`src/rtl/serin_pkg.sv`:
```
package serin_pkg;

    localparam int OSR = 16;
    localparam int MID = 7;

    typedef enum logic [1:0] {
        PAR_NONE  = 2'd0,
        PAR_EVEN  = 2'd1,
        PAR_ODD   = 2'd2,
        PAR_FIXED = 2'd3
    } par_mode_e;

    typedef enum logic [2:0] {
        ST_IDLE,
        ST_START,
        ST_DATA,
        ST_PAR,
        ST_STOP,
        ST_BRK
    } rx_state_e;

    typedef struct packed {
        logic       addr;
        logic       brk;
        logic       frm;
        logic       perr;
        logic [7:0] data;
    } rx_entry_t;

    function automatic logic [2:0] last_bit_index(input logic [1:0] len);
        return 3'd4 + {1'b0, len};
    endfunction

    function automatic logic parity_fault(input par_mode_e mode, input logic [7:0] d,
                                          input logic p, input logic fix);
        logic r;
        unique case (mode)
            PAR_EVEN:  r = ^{d, p};
            PAR_ODD:   r = ~^{d, p};
            PAR_FIXED: r = p ^ fix;
            default:   r = 1'b0;
        endcase
        return r;
    endfunction

endpackage

```
`src/rtl/serin_sampler.sv`:
```
module serin_sampler
    import serin_pkg::*;
(
    input  logic      clk,
    input  logic      rst,
    input  logic      tick,
    input  logic      rxd,
    input  logic [1:0] cfg_len,
    input  par_mode_e cfg_par,
    input  logic      cfg_fix,
    input  logic      cfg_mdrop,
    output logic      ld_valid,
    output rx_entry_t ld_entry,
    output logic      brk_start,
    output logic      brk_end
);

    rx_state_e  state;
    logic [3:0] sub;
    logic [2:0] bitidx;
    logic [7:0] shreg;
    logic       pbit;
    logic       has_par;
    logic [2:0] last_idx;
    logic       perr_c;
    logic       is_brk;

    assign has_par  = (cfg_par != PAR_NONE) || cfg_mdrop;
    assign last_idx = last_bit_index(cfg_len);
    assign perr_c   = cfg_mdrop ? 1'b0 : parity_fault(cfg_par, shreg, pbit, cfg_fix);
    assign is_brk   = !rxd && (shreg == 8'd0) && !(has_par && pbit);

    always_ff @(posedge clk) begin
        if (rst) begin
            state     <= ST_IDLE;
            sub       <= '0;
            bitidx    <= '0;
            shreg     <= '0;
            pbit      <= 1'b0;
            ld_valid  <= 1'b0;
            ld_entry  <= '0;
            brk_start <= 1'b0;
            brk_end   <= 1'b0;
        end else begin
            ld_valid  <= 1'b0;
            brk_start <= 1'b0;
            brk_end   <= 1'b0;
            if (tick) begin
                unique case (state)
                    ST_IDLE: begin
                        if (!rxd) begin
                            state <= ST_START;
                            sub   <= 4'd1;
                        end
                    end
                    ST_START: begin
                        if (sub == 4'(MID)) begin
                            sub <= '0;
                            if (rxd) begin
                                state <= ST_IDLE;
                            end else begin
                                state  <= ST_DATA;
                                bitidx <= '0;
                                shreg  <= '0;
                                pbit   <= 1'b0;
                            end
                        end else begin
                            sub <= sub + 4'd1;
                        end
                    end
                    ST_DATA: begin
                        if (sub == 4'(OSR - 1)) begin
                            sub           <= '0;
                            shreg[bitidx] <= rxd;
                            if (bitidx == last_idx) begin
                                state <= has_par ? ST_PAR : ST_STOP;
                            end else begin
                                bitidx <= bitidx + 3'd1;
                            end
                        end else begin
                            sub <= sub + 4'd1;
                        end
                    end
                    ST_PAR: begin
                        if (sub == 4'(OSR - 1)) begin
                            sub   <= '0;
                            pbit  <= rxd;
                            state <= ST_STOP;
                        end else begin
                            sub <= sub + 4'd1;
                        end
                    end
                    ST_STOP: begin
                        if (sub == 4'(OSR - 1)) begin
                            sub      <= '0;
                            ld_valid <= 1'b1;
                            if (is_brk) begin
                                ld_entry  <= '{addr: 1'b0, brk: 1'b1, frm: 1'b1,
                                               perr: 1'b0, data: 8'd0};
                                brk_start <= 1'b1;
                                state     <= ST_BRK;
                            end else begin
                                ld_entry <= '{addr: cfg_mdrop & pbit, brk: 1'b0,
                                              frm: !rxd, perr: perr_c, data: shreg};
                                state    <= ST_IDLE;
                            end
                        end else begin
                            sub <= sub + 4'd1;
                        end
                    end
                    ST_BRK: begin
                        if (rxd) begin
                            brk_end <= 1'b1;
                            state   <= ST_IDLE;
                        end
                    end
                    default: state <= ST_IDLE;
                endcase
            end
        end
    end

    // a start that is high again at mid sample returns to idle with no load
    assert_false_start_R4: assert property (@(posedge clk) disable iff (rst)
        (tick && state == ST_START && sub == 4'(MID) && rxd) |=> (state == ST_IDLE && !ld_valid));

    // end of break only ever follows the break-wait state
    assert_brk_end_R5: assert property (@(posedge clk) disable iff (rst)
        brk_end |-> $past(state) == ST_BRK);

endmodule

```
`src/rtl/serin_fifo.sv`:
```
module serin_fifo
    import serin_pkg::*;
#(
    parameter int DEPTH = 16
) (
    input  logic      clk,
    input  logic      rst,
    input  logic      push,
    input  rx_entry_t din,
    input  logic      pop,
    output rx_entry_t dout,
    output logic      empty,
    output logic      full,
    output logic      drop
);

    localparam int AW = (DEPTH > 1) ? $clog2(DEPTH) : 1;
    localparam int CW = $clog2(DEPTH + 1);

    rx_entry_t      mem [DEPTH];
    logic [AW-1:0]  wp;
    logic [AW-1:0]  rp;
    logic [CW-1:0]  cnt;
    logic           do_wr;
    logic           do_rd;

    assign empty = (cnt == '0);
    assign full  = (cnt == CW'(DEPTH));
    assign do_wr = push && !full;
    assign do_rd = pop && !empty;
    assign dout  = mem[rp];

    function automatic logic [AW-1:0] bump(input logic [AW-1:0] p);
        return (p == AW'(DEPTH - 1)) ? '0 : p + AW'(1);
    endfunction

    always_ff @(posedge clk) begin
        if (do_wr) mem[wp] <= din;
    end

    always_ff @(posedge clk) begin
        if (rst) begin
            wp   <= '0;
            rp   <= '0;
            cnt  <= '0;
            drop <= 1'b0;
        end else begin
            drop <= push && full;
            if (do_wr) wp <= bump(wp);
            if (do_rd) rp <= bump(rp);
            cnt <= cnt + CW'(do_wr) - CW'(do_rd);
        end
    end

    assert_cnt_bound_R7: assert property (@(posedge clk) disable iff (rst)
        cnt <= CW'(DEPTH));

    assert_push_grows_R7: assert property (@(posedge clk) disable iff (rst)
        (push && !full && !pop) |=> cnt == $past(cnt) + CW'(1));

    assert_drop_keeps_full_R8: assert property (@(posedge clk) disable iff (rst)
        (push && full && !pop) |=> full);

endmodule

```
`src/rtl/serin_wdog.sv`:
```
module serin_wdog #(
    parameter int W = 12
) (
    input  logic         clk,
    input  logic         rst,
    input  logic         tick,
    input  logic         busy,
    input  logic         kick,
    input  logic [W-1:0] limit,
    output logic         fire
);

    localparam int W1 = W + 1;

    logic [W-1:0] cnt;
    logic         armed;

    always_ff @(posedge clk) begin
        if (rst) begin
            cnt   <= '0;
            armed <= 1'b1;
            fire  <= 1'b0;
        end else begin
            fire <= 1'b0;
            if (kick || !busy) begin
                cnt   <= '0;
                armed <= 1'b1;
            end else if (tick && armed && limit != '0) begin
                if (W1'(cnt) + W1'(1) == W1'(limit)) begin
                    fire  <= 1'b1;
                    armed <= 1'b0;
                    cnt   <= '0;
                end else begin
                    cnt <= cnt + W'(1);
                end
            end
        end
    end

    assert_single_fire_R11: assert property (@(posedge clk) disable iff (rst)
        fire |=> !fire);

    assert_fire_busy_R11: assert property (@(posedge clk) disable iff (rst)
        fire |-> $past(busy));

endmodule

```
`src/rtl/serin_rx.sv`:
```
module serin_rx
    import serin_pkg::*;
#(
    parameter int DEPTH = 16,
    parameter int WD_W  = 12
) (
    input  logic            clk,
    input  logic            rst,
    input  logic            tick16,
    input  logic            rxd,
    input  logic [1:0]      cfg_len,
    input  logic [1:0]      cfg_par,
    input  logic            cfg_par_fix,
    input  logic            cfg_mdrop,
    input  logic            sleep_req,
    input  logic [WD_W-1:0] wd_limit,
    input  logic            rd_en,
    output logic            rd_valid,
    output logic [7:0]      rd_data,
    output logic            rd_perr,
    output logic            rd_frm,
    output logic            rd_brk,
    output logic            rd_addr,
    output logic            ovr_evt,
    output logic            brk_start,
    output logic            brk_end,
    output logic            wd_evt
);

    logic [1:0] sync_q;
    logic       rxd_s;
    logic       ld_valid;
    rx_entry_t  ld_entry;
    rx_entry_t  head;
    logic       asleep;
    logic       push;
    logic       f_empty;
    logic       f_full;

    always_ff @(posedge clk) begin
        if (rst) sync_q <= 2'b11;
        else     sync_q <= {sync_q[0], rxd};
    end
    assign rxd_s = sync_q[1];

    serin_sampler u_samp (
        .clk       (clk),
        .rst       (rst),
        .tick      (tick16),
        .rxd       (rxd_s),
        .cfg_len   (cfg_len),
        .cfg_par   (par_mode_e'(cfg_par)),
        .cfg_fix   (cfg_par_fix),
        .cfg_mdrop (cfg_mdrop),
        .ld_valid  (ld_valid),
        .ld_entry  (ld_entry),
        .brk_start (brk_start),
        .brk_end   (brk_end)
    );

    always_ff @(posedge clk) begin
        if (rst || !cfg_mdrop)                asleep <= 1'b0;
        else if (sleep_req)                   asleep <= 1'b1;
        else if (ld_valid && ld_entry.addr)   asleep <= 1'b0;
    end

    assign push = ld_valid && (!asleep || ld_entry.addr);

    serin_fifo #(.DEPTH(DEPTH)) u_buf (
        .clk   (clk),
        .rst   (rst),
        .push  (push),
        .din   (ld_entry),
        .pop   (rd_en),
        .dout  (head),
        .empty (f_empty),
        .full  (f_full),
        .drop  (ovr_evt)
    );

    serin_wdog #(.W(WD_W)) u_wd (
        .clk   (clk),
        .rst   (rst),
        .tick  (tick16),
        .busy  (!f_empty),
        .kick  (push),
        .limit (wd_limit),
        .fire  (wd_evt)
    );

    assign rd_valid = !f_empty;
    assign rd_data  = head.data;
    assign rd_perr  = head.perr;
    assign rd_frm   = head.frm;
    assign rd_brk   = head.brk;
    assign rd_addr  = head.addr;

    assert_rdvalid_after_push_R7: assert property (@(posedge clk) disable iff (rst)
        push |=> rd_valid);

    assert_ovr_when_full_R8: assert property (@(posedge clk) disable iff (rst)
        ovr_evt |-> $past(f_full));

endmodule

```
`config.mk`:
```
export PLATFORM = sky130hd
export DESIGN_NAME = serin_rx
export DESIGN_NICKNAME = d
export VERILOG_FILES = /design/src/rtl/serin_pkg.sv /design/src/rtl/serin_sampler.sv /design/src/rtl/serin_fifo.sv /design/src/rtl/serin_wdog.sv /design/src/rtl/serin_rx.sv
export SDC_FILE = /design/constraint.sdc
export NUM_CORES = 1
export LEC_CHECK = 0
export ABC_CLOCK_PERIOD_IN_PS = 2630
export BUFFER_PORTS_ARGS = -buffer_cell sky130_fd_sc_hd__buf_4
export CAP_MARGIN = 20
export CORE_MARGIN = 8
export CORE_UTILIZATION = 56
export DETAILED_ROUTE_END_ITERATION = 8
export PLACE_DENSITY_LB_ADDON = 0.15
export SLEW_MARGIN = 20
export SYNTH_ARGS = -nofsm -noshare
export SYNTH_HDL_FRONTEND = slang
export SYNTH_SLANG_ARGS = --single-unit
```
`constraint.sdc`:
```
create_clock -name clk -period 2.63 [get_ports clk]
set_clock_uncertainty 0.2 [all_clocks]
set_input_delay 0.526 -clock clk [delete_from_list [all_inputs] [get_ports clk]]
set_output_delay 0.526 -clock clk [all_outputs]
set_load 0.01 [all_outputs]
```
; ---- After elaboration in Yosys (flattened, before gate mapping)
; Memories as Yosys holds them, arrays and structs flattened. A register that Yosys moved wholly into a read port is not among the register bits.
; Cells that the tools add are included.
[word_totals]
register_bits = 65
ramBits = 192
input_bits = 24
out_inout_bits = 17
word_cells = 157
memories = 1
[op_classes]
add_sub_neg = 9
magnitude_cmp = 2
n_eq_ne = 24
muxes = 47
n_bitwise = 7
n_reduce_logical = 45
[memory_table]
columns = name, depth, word_bits, read_ports, rd_clocked_by_memory_dff, wr, line_no
row1 = u_buf.mem, 16, 12, 1, 1, 1, serin_fifo.sv:20  ; rx_entry_t mem [DEPTH];
[op_table]
columns = op, n
row1 = $mux 3, 13
row2 = $mux 4, 7
row3 = $mux 12, 2
row4 = $mux 8, 3
row5 = $pmux 3 s6, 1
row6 = $pmux 8 s2, 1
row7 = $add 12x1->13 const B, 1
row8 = $eq 13x12->1, 1
row9 = $mux 1, 13
row10 = $add 12x1->12 const B, 1
row11 = $add 4x1->4 const B, 3
row12 = $eq 4x4->1 const B, 3
row13 = $pmux 4 s3, 1
row14 = $reduce_bool 12->1, 1
row15 = $reduce_or 3->1, 4
row16 = $logic_and 1x1->1, 11
row17 = $ne 2x1->1 const B, 5
row18 = $reduce_and 5->1, 2
row19 = $reduce_xnor 9->1, 1
row20 = $reduce_xor 9->1, 1
row21 = $bwmux 8, 1
row22 = $logic_not 8->1, 1
row23 = $ne 2x2->1 const B, 4
row24 = $reduce_and 8->1, 1
row25 = 33 further kinds, 52

; ---- Depth between registers and ports, before layout
[logic_depth]
ltp_word = 8
depth_mapped = 15
depth_no_buf = 15

; ---- By module
; Synthesis repeated with hierarchy kept, for this count alone.
[hier_totals]
cells_unflattened = 743
area_unflattened_um2 = 11140.7
[by_module_without_submodules]
columns = mod, instances, cells_each, area_per_inst_um2, seq_area_each_um2
row1 = serin_fifo, 1, 407, 8250.4, 6125.9
row2 = serin_sampler, 1, 210, 1791.7, 680.7
row3 = serin_wdog, 1, 115, 989.7, 280.3
row4 = serin_rx, 1, 11, 108.9, 60.1

; ---- Worst setup path after synthesis
; OpenSTA, ideal clock, no wires.
[synth_timing]
path_kind = register to register
startpoint = register u_samp.ld_entry[11] (netlist name)
endpoint = memory u_buf.mem[3][0] in the netlist's numbering (enable)
setup_time_ps = 396
arrival_ps = 2152
required_ps = 2034
setup_slack_ps = -118
stages_incl_launch_ff = 5
path_buffers = 0
period_less_slack_ps = 2748
path_cell_list = dfxtp_1 nor2b_1 nor3_2 nand2_1 nor3_1
[synth_via]
elab_chain_len = 5
[synth_lines]
columns = element, line_no
row1 = $logic_or 1x1->1, serin_rx.sv:67  ; assign push = ld_valid && (!asleep || ld_entry.addr);
row2 = $logic_and 1x1->1, serin_rx.sv:67
row3 = $logic_and 1x1->1, serin_fifo.sv:29  ; assign do_wr = push && !full;
row4 = net u_buf.do_wr, serin_fifo.sv:24  ; logic do_wr;
row5 = $mux 1, serin_fifo.sv:38  ; if (do_wr) mem[wp] <= din;
row6 = $mux 1 (not written as such), serin_fifo.sv:38
row7 = end: declaration, serin_fifo.sv:20
; The timed path passes the listed nets, and every way through them passes these cells.

==> results.toml <==
[logic_synthesis]
ys_seq_area_share_pct = 63.8
ys.flop_type = "edfxtp_1"
synthesis.area_sq_um = 11200
synth.distinct_cells = 65
synth_nets = 801
syn_avg_cell_area_sq_um = 14.7
netlist_instances = 763
yosysWarnings = 0
synth-edff-count = 192
async_flop_share_pct = 0
synth_seq_cells = 261

[power]
p_leak_nw = 3.81
cellPowerDensity_nw_per_um2 = 697
ir_drop_mv = 0.792
power_w = 0.00917

[timing]
setup_violations = 12
hold_violations = 0
tightestPinTransition_ns = 0.661
fmax_ghz = 0.330
layout_setup_ws_ns = -0.397
hold_slack_ns = 0.113
slew_headroom_pct = 55.9
rsz0062_at_grt = "yes"
timing.final.max_slew_violations = 0
timing.final.crit_period_ns = 3.03
post-route-period-util_pct = 115

[final_layout]
multi_input_area_sq_um = 3860
finalInstanceArea_sq_um = 13200
drive_above_1_share_pct = 27.4
nFillCells = 1386
nets = 895
final_cells = 1141
register_area_sq_um = 7150
synthToLayoutAreaGrowth_pct = 17.6
antenna_cells = 0

[route]
dr.pass1.iters = 5
vias_per_cell = 6.08
drt-initial-drc-count = 630
ant_nets = 0
drc = 0
routedWlPerCell_microns = 21.7
route.vias.total = 6939
finalWirelength_mm = 24.8

[hold_path]
hp-class = "input pin to flop"

[placed_design]
place_ws_ns = -0.289
gp_congestion = 0.851
placed_area_sq_um = 12200
io_buffers = 40
post-place-cells = 1085
dp_hpwl_mm = 15.5

[floorplanning]
die-width_microns = 157
start_util_pct = 57.3
core_sq_um = 19500
die_height_microns = 157
pin_count = 41
rows = 51
dieArea_sq_um = 24800

[clock_tree]
cts-root-buf = "clkbuf_16"
clkTransAtPathRegs_ns = 0.06
cts_buffers = 27
cts_tree = "done"
clock_sinks = 261
cts_htree_levels = 1
clk_latency_ns = 0.52
cts_buffer_depth = 3

[critical_path]
required_ns = 1.90
cp_max_fo = 20
critPathLaunchType = "flop"
arrival_ns = 2.30
end_kind = "output port"
crit_type = "flop to output port"

[grt]
grt_usage_pct = 20.2
first_global_vias = 7134
grt_max_degree = 38
grt_pass1_wl_mm = 38.7
antenna_found_initial = 0
grt_overflow_total = 0

[run]
max_cap_viol_count = 0

[outcome]
violations = "negative setup slack"
status = "complete, but fails checks"
layout make-up:
cell class,count,share of cell area [%]
Inverter,17,0.485
Sequential cell,261,54.3
Timing Repair Buffer,110,7.23
Clock buffer,39,5.62
Clock inverter,9,0.513
Tap cell,265,2.52
Multi-Input combinational cell,440,29.3
registers in the layout (all words and copies together) (netlist names), named ones only:
| signal | cells |
|---|---|
| u_samp.sub | 4 |
| u_buf.rp | 4 |
| sync_q | 2 |
| u_samp.ld_valid | 1 |
| u_samp.bitidx | 3 |
| u_buf.cnt | 5 |
| u_wd.cnt | 12 |
| u_buf.wp | 4 |
| u_samp.pbit | 1 |
| u_buf.drop | 1 |
| u_wd.armed | 1 |
| u_samp.brk_end | 1 |
| u_samp.state | 3 |
| asleep | 1 |
| u_samp.ld_entry | 12 |
| u_samp.brk_start | 1 |
| u_buf.mem | 192 |
| u_wd.fire | 1 |
| u_samp.shreg | 8 |
worst max-delay path, cell delays in order (launching register included):
cell and delay (ns):
dfxtp_4 0.39, buf_12 0.21, mux4_2 0.53, mux4_2 0.50, buf_6 0.14
stage by stage:
stage                     util, %  TNS [ns]
after floorplan                 -         0
after global placement       62.3    -0.552
after detailed placement     62.3     -3.28
after CTS                    67.1     -4.74
after global routing         67.4     -5.20
final                        67.4     -4.42
power breakdown:
group / total, W / internal, W / switching [W]
logic: 0.00119 / 0.000626 / 0.000567
registers: 0.00450 / 0.00443 / 0.0000709
clock network: 0.00349 / 0.00204 / 0.00145
cell usage in the layout, fill, tap and decap left out, drive strengths merged, types with 2 or more instances in the layout:
master / instances
clkbuf: 39
mux2i: 4
edfxtp: 192
or4: 4
a31oi: 8
and3: 6
o21a: 2
nor4: 10
nand2: 50
nor3b: 5
clkinv: 7
or3: 7
mux4: 60
nand3b: 2
nor3: 19
xnor2: 23
a211oi: 16
nor2: 41
buf: 109
or3b: 2
a311oi: 5
ha: 13
nand4: 5
nand4b: 3
o21ai: 26
dfxtp: 69
a21oi: 54
or2: 5
nor4b: 4
nand2b: 8
xor2: 15
and4: 3
inv: 17
nor2b: 8
nand3: 13
per-layer routing:
metal  part of all wire [%]  vias up  track usage, %  routed length, microns
met2                     51      271            35.4                   12700
met3                    5.8       51            2.71                    1440
li1                       -     3135               -                       -
met4                    2.3        0            5.94                     561
met5                      0        -               0                       0
met1                     41     3482            25.9                   10100
Yosys cell counts (3+ instances only):
master | instances | area [sq um]
a211oi_1 | 16 | 120
a21oi_1 | 54 | 270
a311oi_1 | 5 | 43.8
a31oi_1 | 6 | 37.5
and3_1 | 6 | 37.5
and4_1 | 3 | 26.3
buf_1 | 5 | 18.8
buf_2 | 14 | 70.1
buf_6 | 4 | 45.0
clkbuf_1 | 19 | 71.3
dfxtp_1 | 69 | 1380
edfxtp_1 | 192 | 5770
ha_1 | 13 | 163
inv_1 | 17 | 63.8
mux2i_1 | 4 | 40.0
mux4_2 | 60 | 1350
nand2_1 | 50 | 188
nand2b_1 | 8 | 50.1
nand3_1 | 13 | 65.1
nand4_1 | 5 | 31.3
nand4b_1 | 3 | 26.3
nor2_1 | 41 | 154
nor2b_1 | 8 | 50.1
nor3_1 | 18 | 90.1
nor3b_1 | 5 | 37.5
nor4_1 | 9 | 56.3
nor4b_1 | 4 | 35.0
o21ai_0 | 25 | 125
or2_2 | 5 | 31.3
or3_1 | 7 | 43.8
or4_1 | 3 | 22.5
xnor2_1 | 21 | 184
xor2_1 | 15 | 131
path summary, 6_finish.rpt:
kind	start	to	slack, ns	depth (start not counted)
setup reg to reg	u_buf.cnt[2]$_SDFF_PP0_	u_buf.cnt[4]$_SDFF_PP0_	0.07	15
hold reg to reg	sync_q[0]$_SDFF_PP1_	sync_q[1]$_SDFF_PP1_	0.22	1
hold / removal	cfg_mdrop	u_samp.ld_entry[11]$_SDFFE_PP0P_	0.11	3
setup / recovery	flop	rd_frm	-0.40	4
cells by family (layout without fill, tap and decap cells):
logic type,Yosys count,count (layout),share of synthesized area [%]
AO/OA/AOI/OAI,124,124,6.85
multiplexers,64,64,12.4
flip-flops,261,261,63.8
XOR/XNOR,39,39,3.31
adder cells (fa/ha/maj),15,15,1.72
AND/OR/NAND/NOR,198,198,9.27
buffers and inverters,62,175,2.58
what timing repair did:
action	in CTS	in global routing
hold endpoints to repair	1	0
resized for setup	25	9
buffers inserted	3	4
hold buffers	1	0
pin swaps	3	7
setup endpoints to repair	26	26
Note: power is estimated with default switching activity, not from simulation.
